--- src/rtl/cpu_presence_pkg.sv ---
package cpu_presence_pkg;
    localparam int GPE_W       = 8;
    localparam int CPU_EVT_BIT = 2;
    localparam int WORD0_BYTES = 4;

    typedef struct packed {
        logic [WORD0_BYTES-1:0] zero_seen;
        logic                   switched;
    } mode_state_t;

    typedef struct packed {
        logic [GPE_W-1:0] sts;
    } gpe_state_t;
endpackage

--- src/rtl/cpu_present_map.sv ---
module cpu_present_map #(
    parameter int NUM_CPUS = 256,
    localparam int ID_W      = $clog2(NUM_CPUS),
    localparam int MAP_BYTES = NUM_CPUS / 8,
    localparam int ADDR_W    = $clog2(MAP_BYTES)
) (
    input  logic                clk,
    input  logic                rst_n,
    input  logic                add_valid,
    input  logic [ID_W-1:0]     add_id,
    input  logic [ADDR_W-1:0]   rd_addr,
    output logic [7:0]          rd_byte,
    output logic                new_add,
    output logic [NUM_CPUS-1:0] present
);
    typedef struct packed {
        logic [NUM_CPUS-1:0] bits;
    } map_state_t;

    map_state_t state_d, state_q;
    logic [7:0] byte_view [MAP_BYTES];

    always_comb begin
        state_d = state_q;
        new_add = add_valid && !state_q.bits[add_id];
        if (add_valid) begin
            state_d.bits[add_id] = 1'b1;
        end
    end

    always_ff @(posedge clk or negedge rst_n) begin
        if (!rst_n) begin
            state_q <= '0;
        end else begin
            state_q <= state_d;
        end
    end

    for (genvar g = 0; g < MAP_BYTES; g++) begin : g_bytes
        assign byte_view[g] = state_q.bits[g*8 +: 8];
    end

    assign rd_byte = byte_view[rd_addr];
    assign present = state_q.bits;
endmodule

--- src/rtl/cpu_mode_switch.sv ---
module cpu_mode_switch
    import cpu_presence_pkg::*;
#(
    parameter int ADDR_W = 5
) (
    input  logic              clk,
    input  logic              rst_n,
    input  logic              wr_en,
    input  logic [ADDR_W-1:0] wr_addr,
    input  logic [7:0]        wr_data,
    output logic              new_mode
);
    mode_state_t state_d, state_q;
    logic in_word0;

    assign in_word0 = (wr_addr[ADDR_W-1:2] == '0);

    always_comb begin
        state_d = state_q;
        if (!state_q.switched && wr_en && in_word0) begin
            state_d.zero_seen[wr_addr[1:0]] = (wr_data == 8'h00);
            if (&state_d.zero_seen) begin
                state_d.switched = 1'b1;
            end
        end
    end

    always_ff @(posedge clk or negedge rst_n) begin
        if (!rst_n) begin
            state_q <= '0;
        end else begin
            state_q <= state_d;
        end
    end

    assign new_mode = state_q.switched;
endmodule

--- src/rtl/cpu_gpe_event.sv ---
module cpu_gpe_event
    import cpu_presence_pkg::*;
(
    input  logic             clk,
    input  logic             rst_n,
    input  logic             raise,
    input  logic             clr_valid,
    input  logic [GPE_W-1:0] clr_mask,
    input  logic [GPE_W-1:0] en,
    output logic [GPE_W-1:0] sts,
    output logic             sci
);
    localparam logic [GPE_W-1:0] EVT_MASK = GPE_W'(1) << CPU_EVT_BIT;

    gpe_state_t state_d, state_q;

    always_comb begin
        state_d = state_q;
        if (clr_valid) begin
            state_d.sts = state_q.sts & ~clr_mask;
        end
        if (raise) begin
            state_d.sts[CPU_EVT_BIT] = 1'b1;
        end
        state_d.sts = state_d.sts & EVT_MASK;
    end

    always_ff @(posedge clk or negedge rst_n) begin
        if (!rst_n) begin
            state_q <= '0;
        end else begin
            state_q <= state_d;
        end
    end

    assign sts = state_q.sts;
    assign sci = |(state_q.sts & en);
endmodule

--- src/rtl/cpu_presence_port.sv ---
module cpu_presence_port
    import cpu_presence_pkg::*;
#(
    parameter int NUM_CPUS = 256,
    localparam int ID_W      = $clog2(NUM_CPUS),
    localparam int MAP_BYTES = NUM_CPUS / 8,
    localparam int ADDR_W    = $clog2(MAP_BYTES)
) (
    input  logic              clk,
    input  logic              rst_n,
    input  logic              hotadd_valid,
    input  logic [ID_W-1:0]   hotadd_id,
    input  logic [ADDR_W-1:0] bus_addr,
    input  logic              bus_wr,
    input  logic [7:0]        bus_wdata,
    output logic [7:0]        bus_rdata,
    input  logic [GPE_W-1:0]  gpe_en,
    input  logic              gpe_clr_valid,
    input  logic [GPE_W-1:0]  gpe_clr_mask,
    output logic [GPE_W-1:0]  gpe_sts,
    output logic              sci,
    output logic              new_mode
);
    logic                new_add;
    logic [NUM_CPUS-1:0] present_bits;

    cpu_present_map #(.NUM_CPUS(NUM_CPUS)) u_map (
        .clk      (clk),
        .rst_n    (rst_n),
        .add_valid(hotadd_valid),
        .add_id   (hotadd_id),
        .rd_addr  (bus_addr),
        .rd_byte  (bus_rdata),
        .new_add  (new_add),
        .present  (present_bits)
    );

    cpu_mode_switch #(.ADDR_W(ADDR_W)) u_mode (
        .clk     (clk),
        .rst_n   (rst_n),
        .wr_en   (bus_wr),
        .wr_addr (bus_addr),
        .wr_data (bus_wdata),
        .new_mode(new_mode)
    );

    cpu_gpe_event u_gpe (
        .clk      (clk),
        .rst_n    (rst_n),
        .raise    (new_add),
        .clr_valid(gpe_clr_valid),
        .clr_mask (gpe_clr_mask),
        .en       (gpe_en),
        .sts      (gpe_sts),
        .sci      (sci)
    );
endmodule

--- config.mk ---
export PLATFORM = sky130hd
export DESIGN_NAME = cpu_presence_port
export DESIGN_NICKNAME = d
export VERILOG_FILES = /design/src/rtl/cpu_presence_pkg.sv /design/src/rtl/cpu_present_map.sv /design/src/rtl/cpu_mode_switch.sv /design/src/rtl/cpu_gpe_event.sv /design/src/rtl/cpu_presence_port.sv
export SDC_FILE = /design/constraint.sdc
export NUM_CORES = 1
export LEC_CHECK = 0
export BUFFER_PORTS_ARGS = -buffer_cell sky130_fd_sc_hd__buf_2
export CORE_MARGIN = 8
export CORE_UTILIZATION = 40
export CTS_BUF_LIST = sky130_fd_sc_hd__clkbuf_8
export DETAILED_ROUTE_END_ITERATION = 10
export GPL_ROUTABILITY_DRIVEN = 0
export SLEW_MARGIN = 20
export SYNTH_ARGS = -nofsm -noshare
export SYNTH_HDL_FRONTEND = slang
export SYNTH_SLANG_ARGS = --single-unit
--- constraint.sdc ---
create_clock -name clk -period 3.1 [get_ports clk]
set_input_delay 0.465 -clock clk [delete_from_list [all_inputs] [get_ports clk]]
set_output_delay 0.465 -clock clk [all_outputs]
set_load 0.005 [all_outputs]
==> qor.txt, run 1 <==
PLACEMENT
-------------------------------------------------------------------------------------------------
HPWL after DPL .....................................................................      28.0 mm
Placed cell count ..................................................................        1,436
IO buf count .......................................................................           38

CLOCKING
-------------------------------------------------------------------------------------------------
H-tree levels ......................................................................            2
Worst-Skew Late Latency ............................................................      0.56 ns
Register clock-pin slew on the reported worst setup and hold paths .................      0.06 ns
Post-CTS Setup Inserts .............................................................            0
Total number of clock tree sinks ...................................................          262
Number of buffers inserted during clock tree synthesis .............................           45
Maximum buffer depth of the clock tree .............................................            3
CTS Root Cell ......................................................................     clkbuf_8
Resize count post-CTS ..............................................................            0
Clock tree from TritonCTS ..........................................................        built
Number of buffers added to fix hold violations after cts ...........................            1

YOSYS
-------------------------------------------------------------------------------------------------
Number of cells produced by synthesis ..............................................          973
Async SR Flop Fraction .............................................................         1.00
Post-synthesis sequential element count ............................................          262
Top cell type's share of synthesized area ..........................................        0.485
Most instantiated flip-flop cell in the synthesis netlist ..........................      dfrtp_1
Main area contributors after synthesis ............................................. dfrtp_1 (49%), mux4_2 (21%), a21o_1 (11%)
Sequential element share of the synthesized area ...................................        0.485
Area of the mapped netlist ......................................................... 0.0135 sq mm
Total of warnings raised by yosys ..................................................            0
Top-count cell post-synth ..........................................................      dfrtp_1
Cell accounting for the most synthesized area ......................................      dfrtp_1
EDFF count, synth ..................................................................            0
Number of distinct library cell variants in the gate-level netlist after synthesis .           55
Ranking of synthesized cells by instance count ..................................... dfrtp_1 (262), a21o_1 (189), mux4_2 (128)
Average footprint of a synthesized cell ............................................   13.9 sq um

FLOORPLANNING
-------------------------------------------------------------------------------------------------
Die Wd .............................................................................  200 microns
Number of ports placed on the die boundary .........................................           60
Height of the chip .................................................................  200 microns
Die ar. ............................................................................ 0.0399 sq mm
Floorplan Core Area ................................................................ 0.0334 sq mm
Number of placement rows ...........................................................           67
Effective utilization at floorplan .................................................        0.405

STA
-------------------------------------------------------------------------------------------------
Final number of hold-violating endpoints ...........................................            0
Number of setup violations in the final report .....................................            0
Top achievable clock speed .........................................................      333 MHz
Slew HR ............................................................................        0.445
Final Skew .........................................................................    0.0205 ns
Total negative slack for setup checks ..............................................         0 ns
Share of the cycle needed by the critical path after routing .......................        0.968
Setup repair after global routing missed its margin ................................        false
Minimum clock period after layout ..................................................      3.00 ns
Slew at the pin closest to its max-slew limit ......................................     0.825 ns
Final number of max-transition violations ..........................................            0

SETUP PATH
-------------------------------------------------------------------------------------------------
WS Path Type ....................................................................... register to output pin
Critical path required time ........................................................      2.63 ns
Endpoint kind of the worst setup timing path .......................................   output pin
Crit path arrival time .............................................................      2.54 ns
Top cell by count, worst path ......................................................       mux4_2
Standard cell with the maximum stage delay on the critical path ....................       mux4_2
Crit path max fanout ...............................................................            3
Startpoint types ...................................................................     register
Critical Path Max Stage Delay ......................................................      0.54 ns
Sequence of cells on the critical path ............................................. mux4_2 -> mux4_2 -> mux2_2 -> buf_2

ROUTING
-------------------------------------------------------------------------------------------------
Vias per inst ......................................................................         6.11
First drt pass iteration count .....................................................            5
Detailed router's first-iteration violation count ..................................          785
DRC errors left ....................................................................            0
Remaining antenna violation count ..................................................            0
Routed vias ........................................................................        9,264
Final routed wire length divided by cell count ..................................... 26.3 microns
Final Routed Wirelength ............................................................      39.8 mm

FINAL LAYOUT
-------------------------------------------------------------------------------------------------
Fin nets ...........................................................................        1,078
Area added between synthesis and finish ............................................        14.0%
Fillers ............................................................................        3,074
Non-filler cells, final ............................................................        1,517
ANT cells ..........................................................................            0
Fraction of final layout cells sized beyond drive strength 1 .......................        0.314

OUTCOME
-------------------------------------------------------------------------------------------------
Result of the run .................................................................. complete, no violations

JOB
-------------------------------------------------------------------------------------------------
Reported max-cap violation count ...................................................            0

HOLD PATH
-------------------------------------------------------------------------------------------------
Worst hold path class .............................................................. primary input to register

GRT
-------------------------------------------------------------------------------------------------
Number of global-route vias before repair ..........................................        9,562
Overflow left after global routing .................................................            0
Overall routing resource usage .....................................................        0.206
Global-route wire length before repair .............................................      61.7 mm
Antenna violations before repair ...................................................            0
Largest net degree at the start of global routing ..................................           93

POWER
-------------------------------------------------------------------------------------------------
Worst-case vdd ir drop .............................................................   0.000319 V
Leak pwr ...........................................................................      8.15 nW
Power after layout .................................................................      8.29 mW
Power per cell area ................................................................  538 mW/mm^2

-- area by class of cell --
cell class,instances,area [sq um],area share
clock buffer,59,812,0.0527
clock inverter,21,115,0.00747
multi-input combinational,621,6520,0.423
timing repair buffer,106,843,0.0547
tap,448,561,0.0364
sequential,262,6560,0.425
-- where the power goes --
group	switching, mW	internal [mW]
Clock	1.41	1.78
Sequential	0.235	3.70
Combinational	0.552	0.608
Total	2.20	6.09
-- cell families (layout without fill, tap and decap cells) --
family | Yosys count | count (layout) | share of synthesized area
compound gates | 311 | 311 | 0.173
buf+inv | 96 | 186 | 0.0360
flops | 262 | 262 | 0.485
mux | 164 | 164 | 0.250
other cells | 1 | 7 | 0.000278
simple gates | 139 | 139 | 0.0556
-- cell usage in the layout, fill, tap and decap left out, drive strengths merged, types with 3 or more instances in the layout --
cell type  count
nand2         27
nor4           3
buf          105
nor3          11
nor2b         17
nor4b          4
mux2          23
nand2b        12
o21ai          5
inv           12
nor2          27
clkbuf        59
or2            5
a211oi        11
o21bai        68
o31ai          3
a21o         189
and2           6
o22ai          5
nand3         10
mux2i          7
a2111oi        5
nand3b         6
mux4         134
dfrtp        262
conb           7
a21oi          4
clkinv         8
a22oi          9
-- flip-flops by register name, summed over array words and instances, names as in the netlist --
signal           flops
u_map.present      256
u_mode.state_q       4
u_gpe.sts            1
u_mode.new_mode      1
-- per-stage QoR --
step	setup slack [ns]	cell area, sq um	hold slack, ns	utilization
3_5_place_dp	0.148	14500	0.440	0.434
6_report	0.0981	15400	0.354	0.462
5_1_grt	0.0518	15400	0.334	0.462
3_3_place_gp	0.151	14500	0.440	0.434
2_1_floorplan	0.384	13500	0.169	-
4_1_cts	0.0705	15400	0.320	0.462
-- critical path: cells and delay by family, from the launching register on --
family	cells	cell delay [ns]
flip-flops	1	0.40
buffers and inverters	1	0.15
multiplexers	3	1.43
-- worst paths after layout --
kind / from / end / slack, ns / depth (start not counted)
max in group asynchronous: rst_n / u_map.present[45]$_DFFE_PN0P_ / 1.77 / 3
worst min-delay path: bus_wdata[6] / u_mode.new_mode$_DFFE_PN0P_ / 0.35 / 4
worst max register to register: u_map.present[53]$_DFFE_PN0P_ / u_gpe.sts[2]$_DFFE_PN0P_ / 0.70 / 5
worst max-delay path: u_map.present[254]$_DFFE_PN0P_ / bus_rdata[6] / 0.1 / 4
min in group asynchronous: rst_n / u_map.present[203]$_DFFE_PN0P_ / 0.45 / 2
worst min register to register: u_map.present[165]$_DFFE_PN0P_ / u_map.present[165]$_DFFE_PN0P_ / 0.47 / 1
-- metal layers --
| layer | GRT usage | up-vias | part of all wire | wire, microns |
|---|---|---|---|---|
| met4 | 0.0733 | 0 | 0.030 | 1200 |
| met2 | 0.325 | 337 | 0.48 | 19000 |
| met5 | 0 | - | 0 | 0 |
| li1 | - | 3879 | - | - |
| met1 | 0.284 | 4987 | 0.43 | 17300 |
| met3 | 0.0362 | 61 | 0.059 | 2350 |
Note: power is estimated with default switching activity, not from simulation.
==> inputs of run 2 (changes only) <==
CELL_PAD_IN_SITES_DETAIL_PLACEMENT = 0   (was default)
CELL_PAD_IN_SITES_GLOBAL_PLACEMENT = 1   (was default)
PLACE_DENSITY_LB_ADDON = 0.1   (was default)
SYNTH_HIERARCHICAL = 1   (was default)
==> qor.txt, run 2 <==
SETUP PATH
-------------------------------------------------------------------------------------------------
WS Path Type ....................................................................... register to output pin
Endpoint kind of the worst setup timing path .......................................   output pin
Critical path required time ........................................................      2.63 ns   about the same
Critical Path Max Stage Delay ......................................................      0.56 ns   +0.02 ns
Crit path arrival time .............................................................      2.58 ns   +0.04 ns
Crit path max fanout ...............................................................            3   unchanged
Top cell by count, worst path ......................................................       mux4_2
Startpoint types ...................................................................     register
Cell family with the largest share of critical-path delay .......................... multiplexers
Slack of the worst reg-to-reg path .................................................      0.79 ns   +0.09 ns
Standard cell with the maximum stage delay on the critical path ....................       mux4_2
CP Buf/Inv Count ...................................................................            1   unchanged
Sequence of cells on the critical path ............................................. mux4_2 -> mux4_2 -> mux2_2 -> buf_2

YOSYS
-------------------------------------------------------------------------------------------------
EDFF count, synth ..................................................................            0   unchanged
Number of cells produced by synthesis ..............................................          933   -4.1%
Top-count cell post-synth ..........................................................      dfrtp_1
Post-synthesis sequential element count ............................................          262   unchanged
Top cell type's share of synthesized area ..........................................        0.486   +0.000495
Average footprint of a synthesized cell ............................................   14.5 sq um   +4.2%
Main area contributors after synthesis ............................................. dfrtp_1 (49%), mux4_2 (23%), a21o_1 (9.8%)
Ranking of synthesized cells by instance count ..................................... dfrtp_1 (262), a21o_1 (177), mux4_2 (138)
Area of the mapped netlist ......................................................... 0.0135 sq mm   -0.10%
Async SR Flop Fraction .............................................................         1.00   unchanged
Cell accounting for the most synthesized area ......................................      dfrtp_1
Total of warnings raised by yosys ..................................................            6   +6
Sequential element share of the synthesized area ...................................        0.486   +0.000495
Most instantiated flip-flop cell in the synthesis netlist ..........................      dfrtp_1
Number of distinct library cell variants in the gate-level netlist after synthesis .           51   -7.3%

FINAL LAYOUT
-------------------------------------------------------------------------------------------------
Fraction of final layout cells sized beyond drive strength 1 .......................        0.345   +0.0307
Most common library cell in the layout ignoring fill and taps ......................      dfrtp_1
Non-filler cells, final ............................................................        1,506   -0.73%
Area added between synthesis and finish ............................................        15.5%
Most frequent cells in the layout .................................................. dfrtp_1 (262), a21o_1 (177), mux4_2 (138)
Max reg flops ......................................................................          256   unchanged
ANT cells ..........................................................................            0   unchanged
Fin nets ...........................................................................        1,061   -1.6%

FLOORPLANNING
-------------------------------------------------------------------------------------------------
Number of placement rows ...........................................................           67   unchanged
Number of ports placed on the die boundary .........................................           60   unchanged
Floorplan Core Area ................................................................ 0.0334 sq mm   unchanged
Die Wd .............................................................................  200 microns   about the same
Die ar. ............................................................................ 0.0399 sq mm   about the same
Height of the chip .................................................................  200 microns   about the same
Effective utilization at floorplan .................................................        0.405   -0.000413

ROUTING
-------------------------------------------------------------------------------------------------
Final routed wire length divided by cell count ..................................... 27.7 microns   +5.5%
DRC errors left ....................................................................            0   unchanged
Routed vias ........................................................................        9,208   -0.60%
First drt pass iteration count .....................................................            5   unchanged
Remaining antenna violation count ..................................................            0   unchanged
Final Routed Wirelength ............................................................      41.7 mm   +4.8%
Detailed router's first-iteration violation count ..................................          606   -23%
Vias per inst ......................................................................         6.11   +0.12%

STA
-------------------------------------------------------------------------------------------------
Final number of hold-violating endpoints ...........................................            0   unchanged
Top achievable clock speed .........................................................      329 MHz   -1.3%
Minimum clock period after layout ..................................................      3.04 ns   +0.0388 ns
Final number of max-transition violations ..........................................            0   unchanged
Number of setup violations in the final report .....................................            0   unchanged
Slew at the pin closest to its max-slew limit ......................................      1.11 ns   +0.286 ns
Final Skew .........................................................................    0.0355 ns   +0.0150 ns
Hold Slack .........................................................................     0.120 ns   -0.235 ns
Slew HR ............................................................................        0.256   -0.188
Share of the cycle needed by the critical path after routing .......................        0.981   +0.0125
Setup repair after global routing missed its margin ................................        false

CLOCKING
-------------------------------------------------------------------------------------------------
Worst-Skew Late Latency ............................................................      0.63 ns   +0.07 ns
Number of buffers inserted during clock tree synthesis .............................           48   +6.7%
Total number of clock tree sinks ...................................................          262   unchanged
H-tree levels ......................................................................            2   unchanged
Register clock-pin slew on the reported worst setup and hold paths .................      0.06 ns   about the same
Maximum buffer depth of the clock tree .............................................            3   unchanged
Post-CTS Setup Inserts .............................................................            0   unchanged
CTS Root Cell ......................................................................     clkbuf_8
Clock tree from TritonCTS ..........................................................        built

GRT
-------------------------------------------------------------------------------------------------
Number of global-route vias before repair ..........................................        9,901   +3.5%
Largest net degree at the start of global routing ..................................           80   -14%
Global-route wire length before repair .............................................      63.7 mm   +3.3%
Overflow left after global routing .................................................            0   unchanged
Antenna violations before repair ...................................................            1   +1
Overall routing resource usage .....................................................        0.216   +0.0106

OUTCOME
-------------------------------------------------------------------------------------------------
Result of the run .................................................................. complete, no violations

HOLD PATH
-------------------------------------------------------------------------------------------------
Worst hold path class .............................................................. primary input to register

POWER
-------------------------------------------------------------------------------------------------
Leak pwr ...........................................................................      8.19 nW   +0.45%
Power per cell area ................................................................  552 mW/mm^2   +2.6%
Worst-case vdd ir drop .............................................................   0.000296 V   -7.1%

JOB
-------------------------------------------------------------------------------------------------
Reported max-cap violation count ...................................................            0   unchanged

PLACEMENT
-------------------------------------------------------------------------------------------------
IO buf count .......................................................................           38   unchanged
HPWL after DPL .....................................................................      29.5 mm   +5.4%
Placed cell count ..................................................................        1,416   -1.4%

==> run 2: cell families (layout without fill, tap and decap cells) <==
group	after synthesis	after routing	synth area share
and+or+nand+nor	116	116	0.0463
muxes	174	174	0.268
AOI/OAI and AO/OA	288	288	0.159
buffers and inverters	92	211	0.0403
other	1	7	0.000278
DFF	262	262	0.486
==> run 2: final timing paths <==
path / start / end / cells past startpoint
max: u_map/present[251]$_DFFE_PN0P_ / bus_rdata[3] / 4
min: gpe_clr_mask[2] / u_gpe/sts[2]$_DFFE_PN0P_ / 3
max reg2reg: u_map/present[95]$_DFFE_PN0P_ / u_gpe/sts[2]$_DFFE_PN0P_ / 8
min reg2reg: u_map/present[52]$_DFFE_PN0P_ / u_map/present[52]$_DFFE_PN0P_ / 1
max in group asynchronous: rst_n / u_mode/state_q[1]$_DFFE_PN0P_ / 3
min in group asynchronous: rst_n / u_map/present[233]$_DFFE_PN0P_ / 2
==> run 2: area by class of cell <==
type | instances | area, sq um
Fill cell | 3031 | 17800
Sequential cell | 262 | 6560
Multi-Input combinational cell | 585 | 6460
Timing Repair Buffer | 120 | 982
Clock buffer | 64 | 881
Tap cell | 448 | 561
Clock inverter | 25 | 146
Inverter | 2 | 7.51
==> run 2: repair_timing <==
action | CTS | global route
hold buffers | 1 | 0
endpoints found under the setup margin | 5 | 0
endpoints found under the hold margin | 63 | 0
resized for setup | 1 | 0
==> run 2: worst reg2reg max path, delay by kind of cell, from the launching register on <==
family	cells	cell delay, ns
buffers and inverters	1	0.17
AOI/OAI and AO/OA	2	0.42
muxes	2	0.79
DFF	1	0.40
and+or+nand+nor	3	0.50
==> run 2: report_power, final <==
part | internal, mW | total (mW) | switching [mW]
sequential | 3.70 | 3.93 | 0.232
clock | 1.94 | 3.47 | 1.53
combinational | 0.635 | 1.20 | 0.570
==> run 2: per-layer routing <==
| layer | GRT usage | routed length [microns] | vias up |
|---|---|---|---|
| met5 | 0 | 0 | - |
| met4 | 0.0856 | 1410 | 0 |
| met3 | 0.0431 | 2630 | 85 |
| met2 | 0.347 | 19900 | 329 |
| met1 | 0.287 | 17800 | 4976 |
| li1 | - | - | 3818 |
==> run 2: stage by stage <==
step | power [mW] | instance area (sq um) | setup slack [ns] | utilization | setup TNS [ns]
after floorplan | 4.70 | 13500 | 0.531 | - | 0
after global placement | 5.15 | 14500 | -0.0210 | 0.436 | -0.0530
after detailed placement | 5.20 | 14500 | -0.0466 | 0.436 | -0.114
after CTS | 8.71 | 15600 | 0.0189 | 0.467 | 0
after global routing | 8.96 | 15600 | 0.0335 | 0.467 | 0
final | 8.61 | 15600 | 0.0593 | 0.467 | 0
==> inputs of run 3 (changes only) <==
RECOVER_POWER = 25   (was default)
==> qor.txt, run 3 (synthesis gave the netlist of run 2 again) <==
ROUTING
---------------------------------------------------------------------------------
Detailed router's first-iteration violation count ..................          604   -0.33%
Final Routed Wirelength ............................................      41.8 mm   +0.15%
Remaining antenna violation count ..................................            0   unchanged
Routed vias ........................................................        9,232   +0.26%
First drt pass iteration count .....................................            5   unchanged
Vias per inst ......................................................         6.13   +0.26%
DRC errors left ....................................................            0   unchanged
Final routed wire length divided by cell count ..................... 27.8 microns   +0.15%

FLOORPLANNING
---------------------------------------------------------------------------------
Die Wd .............................................................  200 microns   unchanged
Floorplan Core Area ................................................ 0.0334 sq mm   unchanged
Number of placement rows ...........................................           67   unchanged
Height of the chip .................................................  200 microns   unchanged
Number of ports placed on the die boundary .........................           60   unchanged
Effective utilization at floorplan .................................        0.405   unchanged
Die ar. ............................................................ 0.0399 sq mm   unchanged

POWER
---------------------------------------------------------------------------------
Worst-case vdd ir drop .............................................   0.000296 V   about the same
Power per cell area ................................................  552 mW/mm^2   about the same
Power after layout .................................................      8.60 mW   about the same
Leak pwr ...........................................................      8.18 nW   -0.12%

GRT
---------------------------------------------------------------------------------
Antenna violations before repair ...................................            1   unchanged
Number of global-route vias before repair ..........................        9,901   unchanged
Global-route wire length before repair .............................      63.7 mm   unchanged
Overall routing resource usage .....................................        0.216   unchanged
Overflow left after global routing .................................            0   unchanged
Largest net degree at the start of global routing ..................           80   unchanged

SETUP PATH
---------------------------------------------------------------------------------
Slack of the worst reg-to-reg path .................................      0.75 ns   -0.04 ns
Launching element of the worst setup path .......................... u_map/present[251]$_DFFE_PN0P_
Crit path max fanout ...............................................            3   unchanged
WS Path Type ....................................................... register to output pin
Critical path required time ........................................      2.63 ns   about the same
Capturing point of the worst reg2reg path .......................... u_gpe/sts[2]$_DFFE_PN0P_
Path depth of the worst reg2reg path ...............................            8   unchanged
CP Capture Point ................................................... bus_rdata[3]
Endpoint kind of the worst setup timing path .......................   output pin
Crit path arrival time .............................................      2.56 ns   -0.02 ns
Worst reg2reg path startpoint ...................................... u_map/present[95]$_DFFE_PN0P_
Startpoint types ...................................................     register

STA
---------------------------------------------------------------------------------
Top achievable clock speed .........................................      330 MHz   +0.37%
Slew at the pin closest to its max-slew limit ......................      1.73 ns   +0.622 ns
Final number of max-transition violations ..........................           65   +65
Number of setup violations in the final report .....................            0   unchanged
Share of the cycle needed by the critical path after routing .......        0.977   -0.00364
Setup ws final .....................................................    0.0706 ns   +0.0113 ns
Final number of hold-violating endpoints ...........................            0   unchanged
Minimum clock period after layout ..................................      3.03 ns   -0.0113 ns
Total negative slack for setup checks ..............................         0 ns   unchanged
Final Skew .........................................................    0.0339 ns   -0.00155 ns
Slew HR ............................................................       -0.156   -0.412
Setup repair after global routing missed its margin ................        false

CLOCKING
---------------------------------------------------------------------------------
Register clock-pin slew on the reported worst setup and hold paths .      0.06 ns   about the same
Number of buffers inserted during clock tree synthesis .............           48   unchanged
Total number of clock tree sinks ...................................          262   unchanged
Post-CTS Setup Inserts .............................................            0   unchanged
Maximum buffer depth of the clock tree .............................            3   unchanged
Clock tree from TritonCTS ..........................................        built
CTS Root Cell ......................................................     clkbuf_8
Worst-Skew Late Latency ............................................      0.63 ns   about the same
H-tree levels ......................................................            2   unchanged

FINAL LAYOUT
---------------------------------------------------------------------------------
Area added between synthesis and finish ............................        15.4%   about the same
Max reg flops ......................................................          256   unchanged
Most frequent cells in the layout .................................. dfrtp_1 (262), a21o_1 (177), mux4_2 (138)
Fin nets ...........................................................        1,061   unchanged
ANT cells ..........................................................            0   unchanged
Fraction of final layout cells sized beyond drive strength 1 .......        0.343   -0.00189
Most common library cell in the layout ignoring fill and taps ......      dfrtp_1

PLACEMENT
---------------------------------------------------------------------------------
IO buf count .......................................................           38   unchanged
Placement-stage worst setup slack ..................................   -0.0466 ns   unchanged
HPWL after DPL .....................................................      29.5 mm   unchanged

JOB
---------------------------------------------------------------------------------
Reported max-cap violation count ...................................            1   +1

OUTCOME
---------------------------------------------------------------------------------
Failing checks ..................................................... capacitance limit, slew limit
Result of the run .................................................. finished with violations

HOLD PATH
---------------------------------------------------------------------------------
Worst hold path class .............................................. primary input to register

run 3: changes by cell type in the layout (fill, tap and decap cells not counted), sizes merged:
cell    change
buf         -3
clkbuf      +3
run 3: where the power goes:
group / total [mW] / internal [mW] / leakage, nW / switching, mW
clock: 3.46 / 1.94 / 0.586 / 1.53
sequential: 3.93 / 3.70 / 3.56 / 0.233
combinational: 1.20 / 0.633 / 4.03 / 0.572
run 3: cell type report:
cell class | count | area (sq um)
inverters | 2 | 7.51
clock buffers | 64 | 881
fillers | 3033 | 17800
clock inverters | 25 | 146
multi-input cells | 585 | 6460
repair buffers | 120 | 967
well taps | 448 | 561
flip-flops and latches | 262 | 6560
run 3: metal layers:
metal	vias up	track usage	routed length (microns)
met3	87	0.0431	2630
met1	4984	0.287	17900
met5	-	0	0
met4	0	0.0856	1430
met2	348	0.347	19900
li1	3813	-	-
run 3: stage by stage:
stage	instance area (sq um)	util	hold slack [ns]	std cells
4_1_cts	15600	0.467	0.0731	1506
6_report	15600	0.467	0.116	1506
3_3_place_gp	14500	0.436	0.450	1416
5_1_grt	15600	0.467	0.127	1506
3_5_place_dp	14500	0.436	0.460	1416
2_1_floorplan	13500	-	0.169	939
run 3: timing repair:
action / 4_1_cts / 5_1_grt
hold endpoints to repair: 63 / 0
gates resized for setup: 1 / 0
endpoints found under the setup margin: 5 / 0
hold buffers: 1 / 0
run 3: critical path: stages, from the launching register on:
cell and delay (ns):
dfrtp_1 0.39, mux4_2 0.51, mux4_2 0.56, mux2_2 0.33, buf_2 0.14
run 3: how the worst min path moves through the flow:
| stage | start | to | slack (ns) | depth (start not counted) |
|---|---|---|---|---|
| finish | gpe_clr_mask[2] | u_gpe/sts[2]$_DFFE_PN0P_ | 0.12 | 3 |
| global route | gpe_clr_mask[2] | u_gpe/sts[2]$_DFFE_PN0P_ | 0.13 | 3 |
| floorplan | rst_n | u_gpe/sts[2]$_DFFE_PN0P_ | 0.17 | 0 |
| CTS | gpe_clr_mask[2] | u_gpe/sts[2]$_DFFE_PN0P_ | 0.07 | 3 |
| global placement | rst_n | u_map/present[233]$_DFFE_PN0P_ | 0.45 | 1 |
| detailed placement | rst_n | u_map/present[241]$_DFFE_PN0P_ | 0.46 | 1 |
